==> config.mk <==
export PLATFORM = sky130hd
export DESIGN_NAME = shx_ctrl
export DESIGN_NICKNAME = d
export VERILOG_FILES = /design/src/rtl/shx_pkg.sv /design/src/rtl/shx_rx_store.sv /design/src/rtl/shx_tx_store.sv /design/src/rtl/shx_fsm.sv /design/src/rtl/shx_ctrl.sv
export SDC_FILE = /design/constraint.sdc
export NUM_CORES = 1
export LEC_CHECK = 0
export ABC_AREA = 0
export ABC_CLOCK_PERIOD_IN_PS = 2250
export BUFFER_PORTS_ARGS = -buffer_cell sky130_fd_sc_hd__buf_2
export CORE_AREA = 4 4 170 172
export CTS_CLUSTER_DIAMETER = 60
export DETAILED_ROUTE_END_ITERATION = 10
export DIE_AREA = 0 0 174 176
export GPL_TIMING_DRIVEN = 0
export PLACE_DENSITY = 0.58
export REMOVE_ABC_BUFFERS = 1
export SLEW_MARGIN = 20
export SYNTH_ARGS = -nofsm -noshare
export SYNTH_HDL_FRONTEND = slang
export SYNTH_SLANG_ARGS = --single-unit
==> constraint.sdc <==
create_clock -name clk_i -period 2.25 [get_ports clk_i]
set_input_delay 0.5625 -clock clk_i [delete_from_list [all_inputs] [get_ports clk_i]]
set_output_delay 0.5625 -clock clk_i [all_outputs]
set_load 0.02 [all_outputs]
==> src/rtl/shx_pkg.sv <==
package shx_pkg;
  typedef enum logic [2:0] {
    ST_LISTEN,
    ST_RECV,
    ST_RECV_END,
    ST_SEND_START,
    ST_SEND
  } state_e;
endpackage

==> src/rtl/shx_rx_store.sv <==
module shx_rx_store #(
  parameter int DEPTH = 16
) (
  input  logic                     clk_i,
  input  logic                     rst_ni,
  input  logic                     wr_i,
  input  logic [7:0]               data_i,
  input  logic                     clr_i,
  output logic [DEPTH*8-1:0]       buf_o,
  output logic [$clog2(DEPTH+1)-1:0] len_o
);
  localparam int IW = $clog2(DEPTH + 1);
  localparam int AW = $clog2(DEPTH);

  logic [7:0]    mem_q [DEPTH];
  logic [IW-1:0] idx_q;
  logic          room;

  assign room = idx_q < IW'(DEPTH);

  always_ff @(posedge clk_i or negedge rst_ni) begin
    if (!rst_ni) begin
      idx_q <= '0;
      len_o <= '0;
      for (int i = 0; i < DEPTH; i++) mem_q[i] <= '0;
    end else if (clr_i) begin
      len_o <= idx_q;
      idx_q <= '0;
    end else if (wr_i && room) begin
      mem_q[idx_q[AW-1:0]] <= data_i;
      idx_q <= idx_q + 1'b1;
    end
  end

  for (genvar g = 0; g < DEPTH; g++) begin : g_out
    assign buf_o[8*g +: 8] = mem_q[g];
  end

  a_r4_no_overflow: assert property (@(posedge clk_i) disable iff (!rst_ni)
    idx_q <= IW'(DEPTH));
endmodule

==> src/rtl/shx_tx_store.sv <==
module shx_tx_store #(
  parameter int MAXB = 8
) (
  input  logic                       clk_i,
  input  logic                       rst_ni,
  input  logic                       load_i,
  input  logic [$clog2(MAXB+1)-1:0]  len_i,
  input  logic [MAXB*8-1:0]          data_i,
  input  logic                       first_i,
  input  logic                       next_i,
  input  logic                       end_i,
  input  logic                       abort_i,
  output logic [7:0]                 byte_o,
  output logic                       pend_o,
  output logic                       more_o
);
  localparam int LW = $clog2(MAXB + 1);
  localparam int AW = $clog2(MAXB);

  logic [7:0]    mem_q [MAXB];
  logic [LW-1:0] cnt_q;
  logic [LW-1:0] idx_q;

  assign pend_o = cnt_q != '0;
  assign more_o = idx_q < cnt_q;

  always_ff @(posedge clk_i or negedge rst_ni) begin
    if (!rst_ni) begin
      cnt_q  <= '0;
      idx_q  <= '0;
      byte_o <= '0;
      for (int i = 0; i < MAXB; i++) mem_q[i] <= '0;
    end else begin
      if (load_i) begin
        cnt_q <= (len_i > LW'(MAXB)) ? LW'(MAXB) : len_i;
        idx_q <= '0;
        for (int i = 0; i < MAXB; i++) mem_q[i] <= data_i[8*i +: 8];
      end else if (first_i) begin
        byte_o <= mem_q[0];
        idx_q  <= LW'(1);
      end else if (next_i) begin
        byte_o <= mem_q[idx_q[AW-1:0]];
        idx_q  <= idx_q + 1'b1;
      end else if (end_i) begin
        cnt_q <= '0;
        idx_q <= '0;
      end else if (abort_i) begin
        idx_q <= '0;
      end
    end
  end

  a_r8_idx_bound: assert property (@(posedge clk_i) disable iff (!rst_ni)
    idx_q <= LW'(MAXB));
  a_r8_next_in_range: assert property (@(posedge clk_i) disable iff (!rst_ni)
    next_i |-> idx_q < cnt_q);
endmodule

==> src/rtl/shx_fsm.sv <==
module shx_fsm
  import shx_pkg::*;
(
  input  logic   clk_i,
  input  logic   rst_ni,
  input  logic   ev_i,
  input  logic   req_n_i,
  input  logic   tx_load_i,
  input  logic   tx_pend_i,
  input  logic   tx_more_i,
  output state_e state_o,
  output logic   tip_n_o,
  output logic   tack_n_o,
  output logic   dir_out_o,
  output logic   done_o,
  output logic   rx_wr_o,
  output logic   rx_clr_o,
  output logic   tx_first_o,
  output logic   tx_next_o,
  output logic   tx_end_o,
  output logic   tx_abort_o
);
  state_e state_q, state_d;
  logic   tip_d, tack_d, dir_d, done_d;
  logic   start;

  // send may begin only on a quiet idle cycle
  assign start = (state_q == ST_LISTEN) && !ev_i && tx_pend_i && req_n_i && !tx_load_i;

  always_comb begin
    state_d    = state_q;
    tip_d      = tip_n_o;
    tack_d     = tack_n_o;
    dir_d      = dir_out_o;
    done_d     = 1'b0;
    rx_wr_o    = 1'b0;
    rx_clr_o   = 1'b0;
    tx_first_o = 1'b0;
    tx_next_o  = 1'b0;
    tx_end_o   = 1'b0;
    tx_abort_o = 1'b0;
    unique case (state_q)
      ST_LISTEN: begin
        if (ev_i && !req_n_i) begin
          tip_d   = 1'b0;
          state_d = ST_RECV;
        end else if (start) begin
          dir_d      = 1'b1;
          tx_first_o = 1'b1;
          tip_d      = 1'b0;
          state_d    = ST_SEND_START;
        end
      end
      ST_RECV: begin
        if (ev_i) begin
          rx_wr_o = 1'b1;
          if (!req_n_i) begin
            tack_d = ~tack_n_o;
          end else begin
            tack_d  = 1'b1;
            tip_d   = 1'b1;
            state_d = ST_RECV_END;
          end
        end
      end
      ST_RECV_END: begin
        if (ev_i) begin
          rx_clr_o = 1'b1;
          done_d   = 1'b1;
          if (!req_n_i) begin
            tip_d   = 1'b0;
            state_d = ST_RECV;
          end else begin
            state_d = ST_LISTEN;
          end
        end
      end
      ST_SEND_START: begin
        if (ev_i) begin
          if (!req_n_i) begin
            dir_d      = 1'b0;
            tip_d      = 1'b1;
            tack_d     = 1'b1;
            tx_abort_o = 1'b1;
            state_d    = ST_LISTEN;
          end else if (tx_more_i) begin
            tx_next_o = 1'b1;
            tack_d    = ~tack_n_o;
            state_d   = ST_SEND;
          end else begin
            tx_end_o = 1'b1;
            dir_d    = 1'b0;
            tip_d    = 1'b1;
            tack_d   = 1'b1;
            state_d  = ST_LISTEN;
          end
        end
      end
      ST_SEND: begin
        if (ev_i) begin
          if (tx_more_i) begin
            tx_next_o = 1'b1;
            tack_d    = ~tack_n_o;
          end else begin
            tx_end_o = 1'b1;
            dir_d    = 1'b0;
            tip_d    = 1'b1;
            tack_d   = 1'b1;
            state_d  = ST_LISTEN;
          end
        end
      end
      default: state_d = ST_LISTEN;
    endcase
  end

  always_ff @(posedge clk_i or negedge rst_ni) begin
    if (!rst_ni) begin
      state_q   <= ST_LISTEN;
      tip_n_o   <= 1'b1;
      tack_n_o  <= 1'b1;
      dir_out_o <= 1'b0;
      done_o    <= 1'b0;
    end else begin
      state_q   <= state_d;
      tip_n_o   <= tip_d;
      tack_n_o  <= tack_d;
      dir_out_o <= dir_d;
      done_o    <= done_d;
    end
  end

  assign state_o = state_q;

  a_r3_tack_toggle: assert property (@(posedge clk_i) disable iff (!rst_ni)
    (state_q == ST_RECV && ev_i && !req_n_i) |=> (tack_n_o != $past(tack_n_o)));
  a_r7_collision: assert property (@(posedge clk_i) disable iff (!rst_ni)
    (state_q == ST_SEND_START && ev_i && !req_n_i) |=>
      (state_q == ST_LISTEN && tip_n_o && tack_n_o && !dir_out_o));
  a_r6_no_start_on_req: assert property (@(posedge clk_i) disable iff (!rst_ni)
    (state_q == ST_LISTEN && !req_n_i) |=> (state_q != ST_SEND_START));
  a_r2_idle_lines: assert property (@(posedge clk_i) disable iff (!rst_ni)
    (state_q == ST_LISTEN) |-> (tip_n_o && tack_n_o && !dir_out_o));
  a_r5_done_pulse: assert property (@(posedge clk_i) disable iff (!rst_ni)
    done_o |=> !done_o);
endmodule

==> src/rtl/shx_ctrl.sv <==
module shx_ctrl
  import shx_pkg::*;
#(
  parameter int RX_DEPTH = 16,
  parameter int TX_MAX   = 8,
  localparam int RLW = $clog2(RX_DEPTH + 1),
  localparam int TLW = $clog2(TX_MAX + 1)
) (
  input  logic                  clk_i,
  input  logic                  rst_ni,
  input  logic                  shift_done_i,
  input  logic [7:0]            shift_rx_i,
  input  logic                  req_n_i,
  input  logic                  tx_load_i,
  input  logic [TLW-1:0]        tx_len_i,
  input  logic [TX_MAX*8-1:0]   tx_data_i,
  output logic                  dir_out_o,
  output logic [7:0]            tx_byte_o,
  output logic                  tip_n_o,
  output logic                  tack_n_o,
  output logic [RX_DEPTH*8-1:0] rx_buf_o,
  output logic [RLW-1:0]        rx_len_o,
  output logic                  pkt_done_o,
  output logic                  busy_o
);
  state_e state;
  logic   rx_wr, rx_clr, tx_first, tx_next, tx_end, tx_abort;
  logic   tx_pend, tx_more, load_ok;

  assign load_ok = tx_load_i && (state == ST_LISTEN);
  assign busy_o  = state != ST_LISTEN;

  shx_fsm u_fsm (
    .clk_i      (clk_i),
    .rst_ni     (rst_ni),
    .ev_i       (shift_done_i),
    .req_n_i    (req_n_i),
    .tx_load_i  (load_ok),
    .tx_pend_i  (tx_pend),
    .tx_more_i  (tx_more),
    .state_o    (state),
    .tip_n_o    (tip_n_o),
    .tack_n_o   (tack_n_o),
    .dir_out_o  (dir_out_o),
    .done_o     (pkt_done_o),
    .rx_wr_o    (rx_wr),
    .rx_clr_o   (rx_clr),
    .tx_first_o (tx_first),
    .tx_next_o  (tx_next),
    .tx_end_o   (tx_end),
    .tx_abort_o (tx_abort)
  );

  shx_rx_store #(.DEPTH(RX_DEPTH)) u_rx (
    .clk_i  (clk_i),
    .rst_ni (rst_ni),
    .wr_i   (rx_wr),
    .data_i (shift_rx_i),
    .clr_i  (rx_clr),
    .buf_o  (rx_buf_o),
    .len_o  (rx_len_o)
  );

  shx_tx_store #(.MAXB(TX_MAX)) u_tx (
    .clk_i   (clk_i),
    .rst_ni  (rst_ni),
    .load_i  (load_ok),
    .len_i   (tx_len_i),
    .data_i  (tx_data_i),
    .first_i (tx_first),
    .next_i  (tx_next),
    .end_i   (tx_end),
    .abort_i (tx_abort),
    .byte_o  (tx_byte_o),
    .pend_o  (tx_pend),
    .more_o  (tx_more)
  );

  a_r10_busy_on_send: assert property (@(posedge clk_i) disable iff (!rst_ni)
    $rose(dir_out_o) |-> busy_o);
endmodule

==> flow_metrics.tcl <==
set metrics [dict create \
    cts-buffers-inserted 28 \
    worst_hold_path_type "in2reg" \
    run_status "complete, no violations" \
    fin_ws_ns 0.106 \
    post_synth_xor_area_fraction_pct 0.276 \
    ir_worst_vdd_uv 695 \
    wire_per_inst_um 19.7 \
    syn_inst 619 \
    dr.first_iter.drc_count 220 \
    routed_wl_um 24000 \
    start_util_pct 34.6 \
    tns_ns 0 \
    globalRouteOverflowTotal 0 \
    post_synth_fa_ha_maj_area_fraction_pct 1.05 \
    drcViolationCount 0 \
    grt_usage_pct 15.5 \
    area.growth.synth_to_final_pct 26.1 \
    synth.avg_cell_area_um2 15.4 \
    detailroute.via_count 6001 \
    placer_s_final_routability_congestion_estimate 0.762 \
    synth_edf_count 0 \
    total_power_divided_by_cell_area_nw_per_um2 1240 \
    tightestPinTransition_ns 0.525 \
    grt_pass1_wl_um 38100 \
    final.hold.worst_slack_ns 0.258 \
    timing.critical_path.required_ns 2.65 \
    preCtsSetupSlack_ns -0.375 \
    place.detailed.hpwl_um 16000 \
    synth_async_sr_flop_share_pct 100 \
    drv_slew 0 \
    num_rows 61 \
    fmaxAchievable_mhz 466 \
    die_area_um2 30600 \
    ys_top_cells_by_area "sky130_fd_sc_hd__dfrtp_1 (59%), sky130_fd_sc_hd__mux2_2 (23%), sky130_fd_sc_hd__mux4_2 (3.8%)" \
    cp_max_fo 20 \
    synth.yosys.warnings 0 \
    synth.cell_area_um2 9500 \
    synth.top_cell.area_share_pct 58.7 \
    kind_of_end_point_of_the_critical_path "flip-flop" \
    clk-insertion-delay-late_ns 0.53 \
    synth_top_family_by_area "multiplexers" \
    core_area_um2 27500 \
    htree_num_levels 1 \
    synth_compound_gate_area_share_pct 3.28 \
    worst_ep_arrival_time_ns 2.55 \
    cts.clk_slew.worst_paths_ns 0.06 \
    static-leakage-power_nw 6.02 \
    tritoncts_clock_tree "yes" \
    viasPerCell 4.92 \
    final_nets 938 \
    post_synth_and_or_nand_nor_area_fraction_pct 5.37 \
    drt_first_pass_iters 4 \
    number_of_flip_flops_and_latches_in_the_synthesized_netlist 225 \
    cts_root_buf "sky130_fd_sc_hd__clkbuf_16" \
    io_buffers 226 \
    number_of_global_route_vias_before_repair 6453 \
    timing.max_slew.rel_slack_pct 64.5 \
    unique_masters_post_synth 54 \
    critical_path_class "reg2reg" \
    final_period_minus_worst_setup_slack_ns 2.14 \
    drive_gt1_share_pct 61.5 \
    width_of_the_die_um 174 \
    clock_sink_count 225 \
    min_period_over_period_pct 95.3 \
    seq_area_frac_synth_pct 59.3 \
    largest_clock_skew_in_the_final_design_ns 0.0156 \
    max_cap_viol_count 0 \
    detail-route-antenna-nets 0 \
    timing_hold_violations_final 0 \
    synth-main-ff-cell "sky130_fd_sc_hd__dfrtp_1" \
    initial_antenna_violation_count 0 \
    grt_start_max_net_pins 86 \
    cts-root-to-sink-buffers 3 \
    synthMuxAreaShare_pct 28.3 \
    yosysTopAreaCell "sky130_fd_sc_hd__dfrtp_1" \
    report.final.setup_viol 0 \
    startpoint_class_of_the_critical_path "flip-flop" \
    fp.dieH_um 176 \
    top_level_ports 227 \
]
-- logic make-up (layout without fill, tap and decap cells) --
family                     count (synthesis)  in the layout
AOI/OAI and AO/OA                         40             40
xor gates and xnor gates                   3              3
adders and majority gates                  8              8
buffers and inverters                     47            297
DFF                                      225            225
muxes                                    224            224
other                                      0              2
and+or+nand+nor                           72             74
-- final timing paths --
path                                    endpoint  slack (ns)  cells past startpoint           from
worst max-delay path            u_fsm.state_o[2]        0.11                      6  u_tx.idx_q[1]
worst min register to register     u_fsm.tip_n_o        0.47                      2  u_fsm.tip_n_o
worst max register to register  u_fsm.state_o[2]        0.11                      6  u_tx.idx_q[1]
min in group asynchronous         u_tx.byte_o[0]        0.57                      2         rst_ni
worst min-delay path              u_tx.mem_q[10]        0.26                      2  tx_data_i[50]
max in group asynchronous          u_fsm.tip_n_o        0.84                      3         rst_ni
-- flip-flops by register name, summed over array words and instances, names as in the netlist --
| name | cells |
|---|---|
| u_fsm.done_o | 1 |
| u_fsm.tip_n_o | 1 |
| u_tx.byte_o | 8 |
| u_rx.idx_q | 5 |
| u_tx.mem_q | 64 |
| u_fsm.state_o | 3 |
| u_fsm.dir_out_o | 1 |
| u_fsm.tack_n_o | 1 |
| u_tx.cnt_q | 4 |
| u_tx.idx_q | 4 |
| u_rx.buf_o | 128 |
| u_rx.len_o | 5 |
-- worst max-delay path, cell delays in order (launching register included) --
cell	delay, ns
sky130_fd_sc_hd__dfrtp_4	0.62
sky130_fd_sc_hd__ha_1	0.26
sky130_fd_sc_hd__a21o_1	0.21
sky130_fd_sc_hd__a21oi_4	0.20
sky130_fd_sc_hd__nand2_2	0.12
sky130_fd_sc_hd__o211a_1	0.29
sky130_fd_sc_hd__mux2_1	0.32
-- metal layers --
| metal | part of all wire (%) | up-vias | track usage (%) |
|---|---|---|---|
| li1 | - | 2731 | - |
| met1 | 45 | 3042 | 21.6 |
| met4 | 1.2 | 0 | 2.84 |
| met3 | 9.2 | 24 | 5.27 |
| met5 | 0 | - | 0 |
| met2 | 45 | 204 | 24.0 |
-- where the power goes --
part           switching [mW]  leakage [nW]  total, mW  internal, mW
clock                    1.72         0.446       4.34          2.62
sequential              0.843          2.92       6.06          5.22
combinational            2.25          2.65       4.50          2.25
-- cell usage after synthesis, types with 2 or more instances --
master                     count
sky130_fd_sc_hd__buf_2        16
sky130_fd_sc_hd__buf_6         4
sky130_fd_sc_hd__o21ai_0       6
sky130_fd_sc_hd__and4_1        2
sky130_fd_sc_hd__nand3_1       4
sky130_fd_sc_hd__nand2_1      13
sky130_fd_sc_hd__a31oi_1       3
sky130_fd_sc_hd__o221a_2       6
sky130_fd_sc_hd__mux4_2       16
sky130_fd_sc_hd__o211ai_1      3
sky130_fd_sc_hd__mux2_2      198
sky130_fd_sc_hd__dfrtp_1     223
sky130_fd_sc_hd__nor3_2        2
sky130_fd_sc_hd__a22o_1        7
sky130_fd_sc_hd__nor3_1        3
sky130_fd_sc_hd__inv_1        11
sky130_fd_sc_hd__clkbuf_1     13
sky130_fd_sc_hd__nand4_2       4
sky130_fd_sc_hd__dfstp_2       2
sky130_fd_sc_hd__nand3_2      12
sky130_fd_sc_hd__nand4_1       2
sky130_fd_sc_hd__xor2_1        3
sky130_fd_sc_hd__nand2b_1      4
sky130_fd_sc_hd__nor2_1        9
sky130_fd_sc_hd__nor2b_1       5
sky130_fd_sc_hd__a21oi_1       5
sky130_fd_sc_hd__ha_1          8
sky130_fd_sc_hd__mux2i_1       9
-- metrics by stage --
step / power, mW / cells / util [%] / cell area (um^2)
2_1_floorplan: 9.07 / 584 / - / 9320
3_3_place_gp: 10.4 / 1156 / 39.6 / 10900
3_5_place_dp: 10.6 / 1159 / 39.9 / 11000
4_1_cts: 15.1 / 1214 / 43.4 / 11900
5_1_grt: 15.8 / 1217 / 43.6 / 12000
6_report: 14.9 / 1219 / 43.6 / 12000
-- placed cells by master, fill, tap and decap left out, types with 4 or more instances in the layout --
| cell | n |
|---|---|
| sky130_fd_sc_hd__a22o_1 | 7 |
| sky130_fd_sc_hd__mux2i_1 | 9 |
| sky130_fd_sc_hd__buf_2 | 225 |
| sky130_fd_sc_hd__mux4_2 | 16 |
| sky130_fd_sc_hd__inv_1 | 11 |
| sky130_fd_sc_hd__nand2_1 | 12 |
| sky130_fd_sc_hd__a21oi_1 | 4 |
| sky130_fd_sc_hd__o221a_2 | 6 |
| sky130_fd_sc_hd__nand4_2 | 4 |
| sky130_fd_sc_hd__clkinv_2 | 4 |
| sky130_fd_sc_hd__nor2_1 | 8 |
| sky130_fd_sc_hd__ha_1 | 7 |
| sky130_fd_sc_hd__nor2b_1 | 4 |
| sky130_fd_sc_hd__clkbuf_16 | 28 |
| sky130_fd_sc_hd__o21ai_0 | 6 |
| sky130_fd_sc_hd__mux2_2 | 198 |
| sky130_fd_sc_hd__nand2b_1 | 4 |
| sky130_fd_sc_hd__clkbuf_1 | 7 |
| sky130_fd_sc_hd__dfrtp_1 | 219 |
| sky130_fd_sc_hd__nand3_2 | 12 |
| sky130_fd_sc_hd__nand3_1 | 4 |
| sky130_fd_sc_hd__clkbuf_8 | 6 |
-- area by class of cell --
type	count	area [um^2]
fillers	2528	15500
flip-flops and latches	225	5650
multi-input cells	349	3700
repair buffers	233	1240
clock buffers	41	810
well taps	346	433
clock inverters	11	108
inverters	12	45.0
diodes	2	5.00
-- what timing repair did --
action                                 4_1_cts  5_1_grt
setup buffers                                0        3
pin swaps                                    1        2
cloned                                       2        0
gates resized for setup                      9        6
setup endpoints to repair                   20       28
hold buffers                                 1        0
endpoints found under the hold margin       57        0
Power figures use the tool's default switching activity.
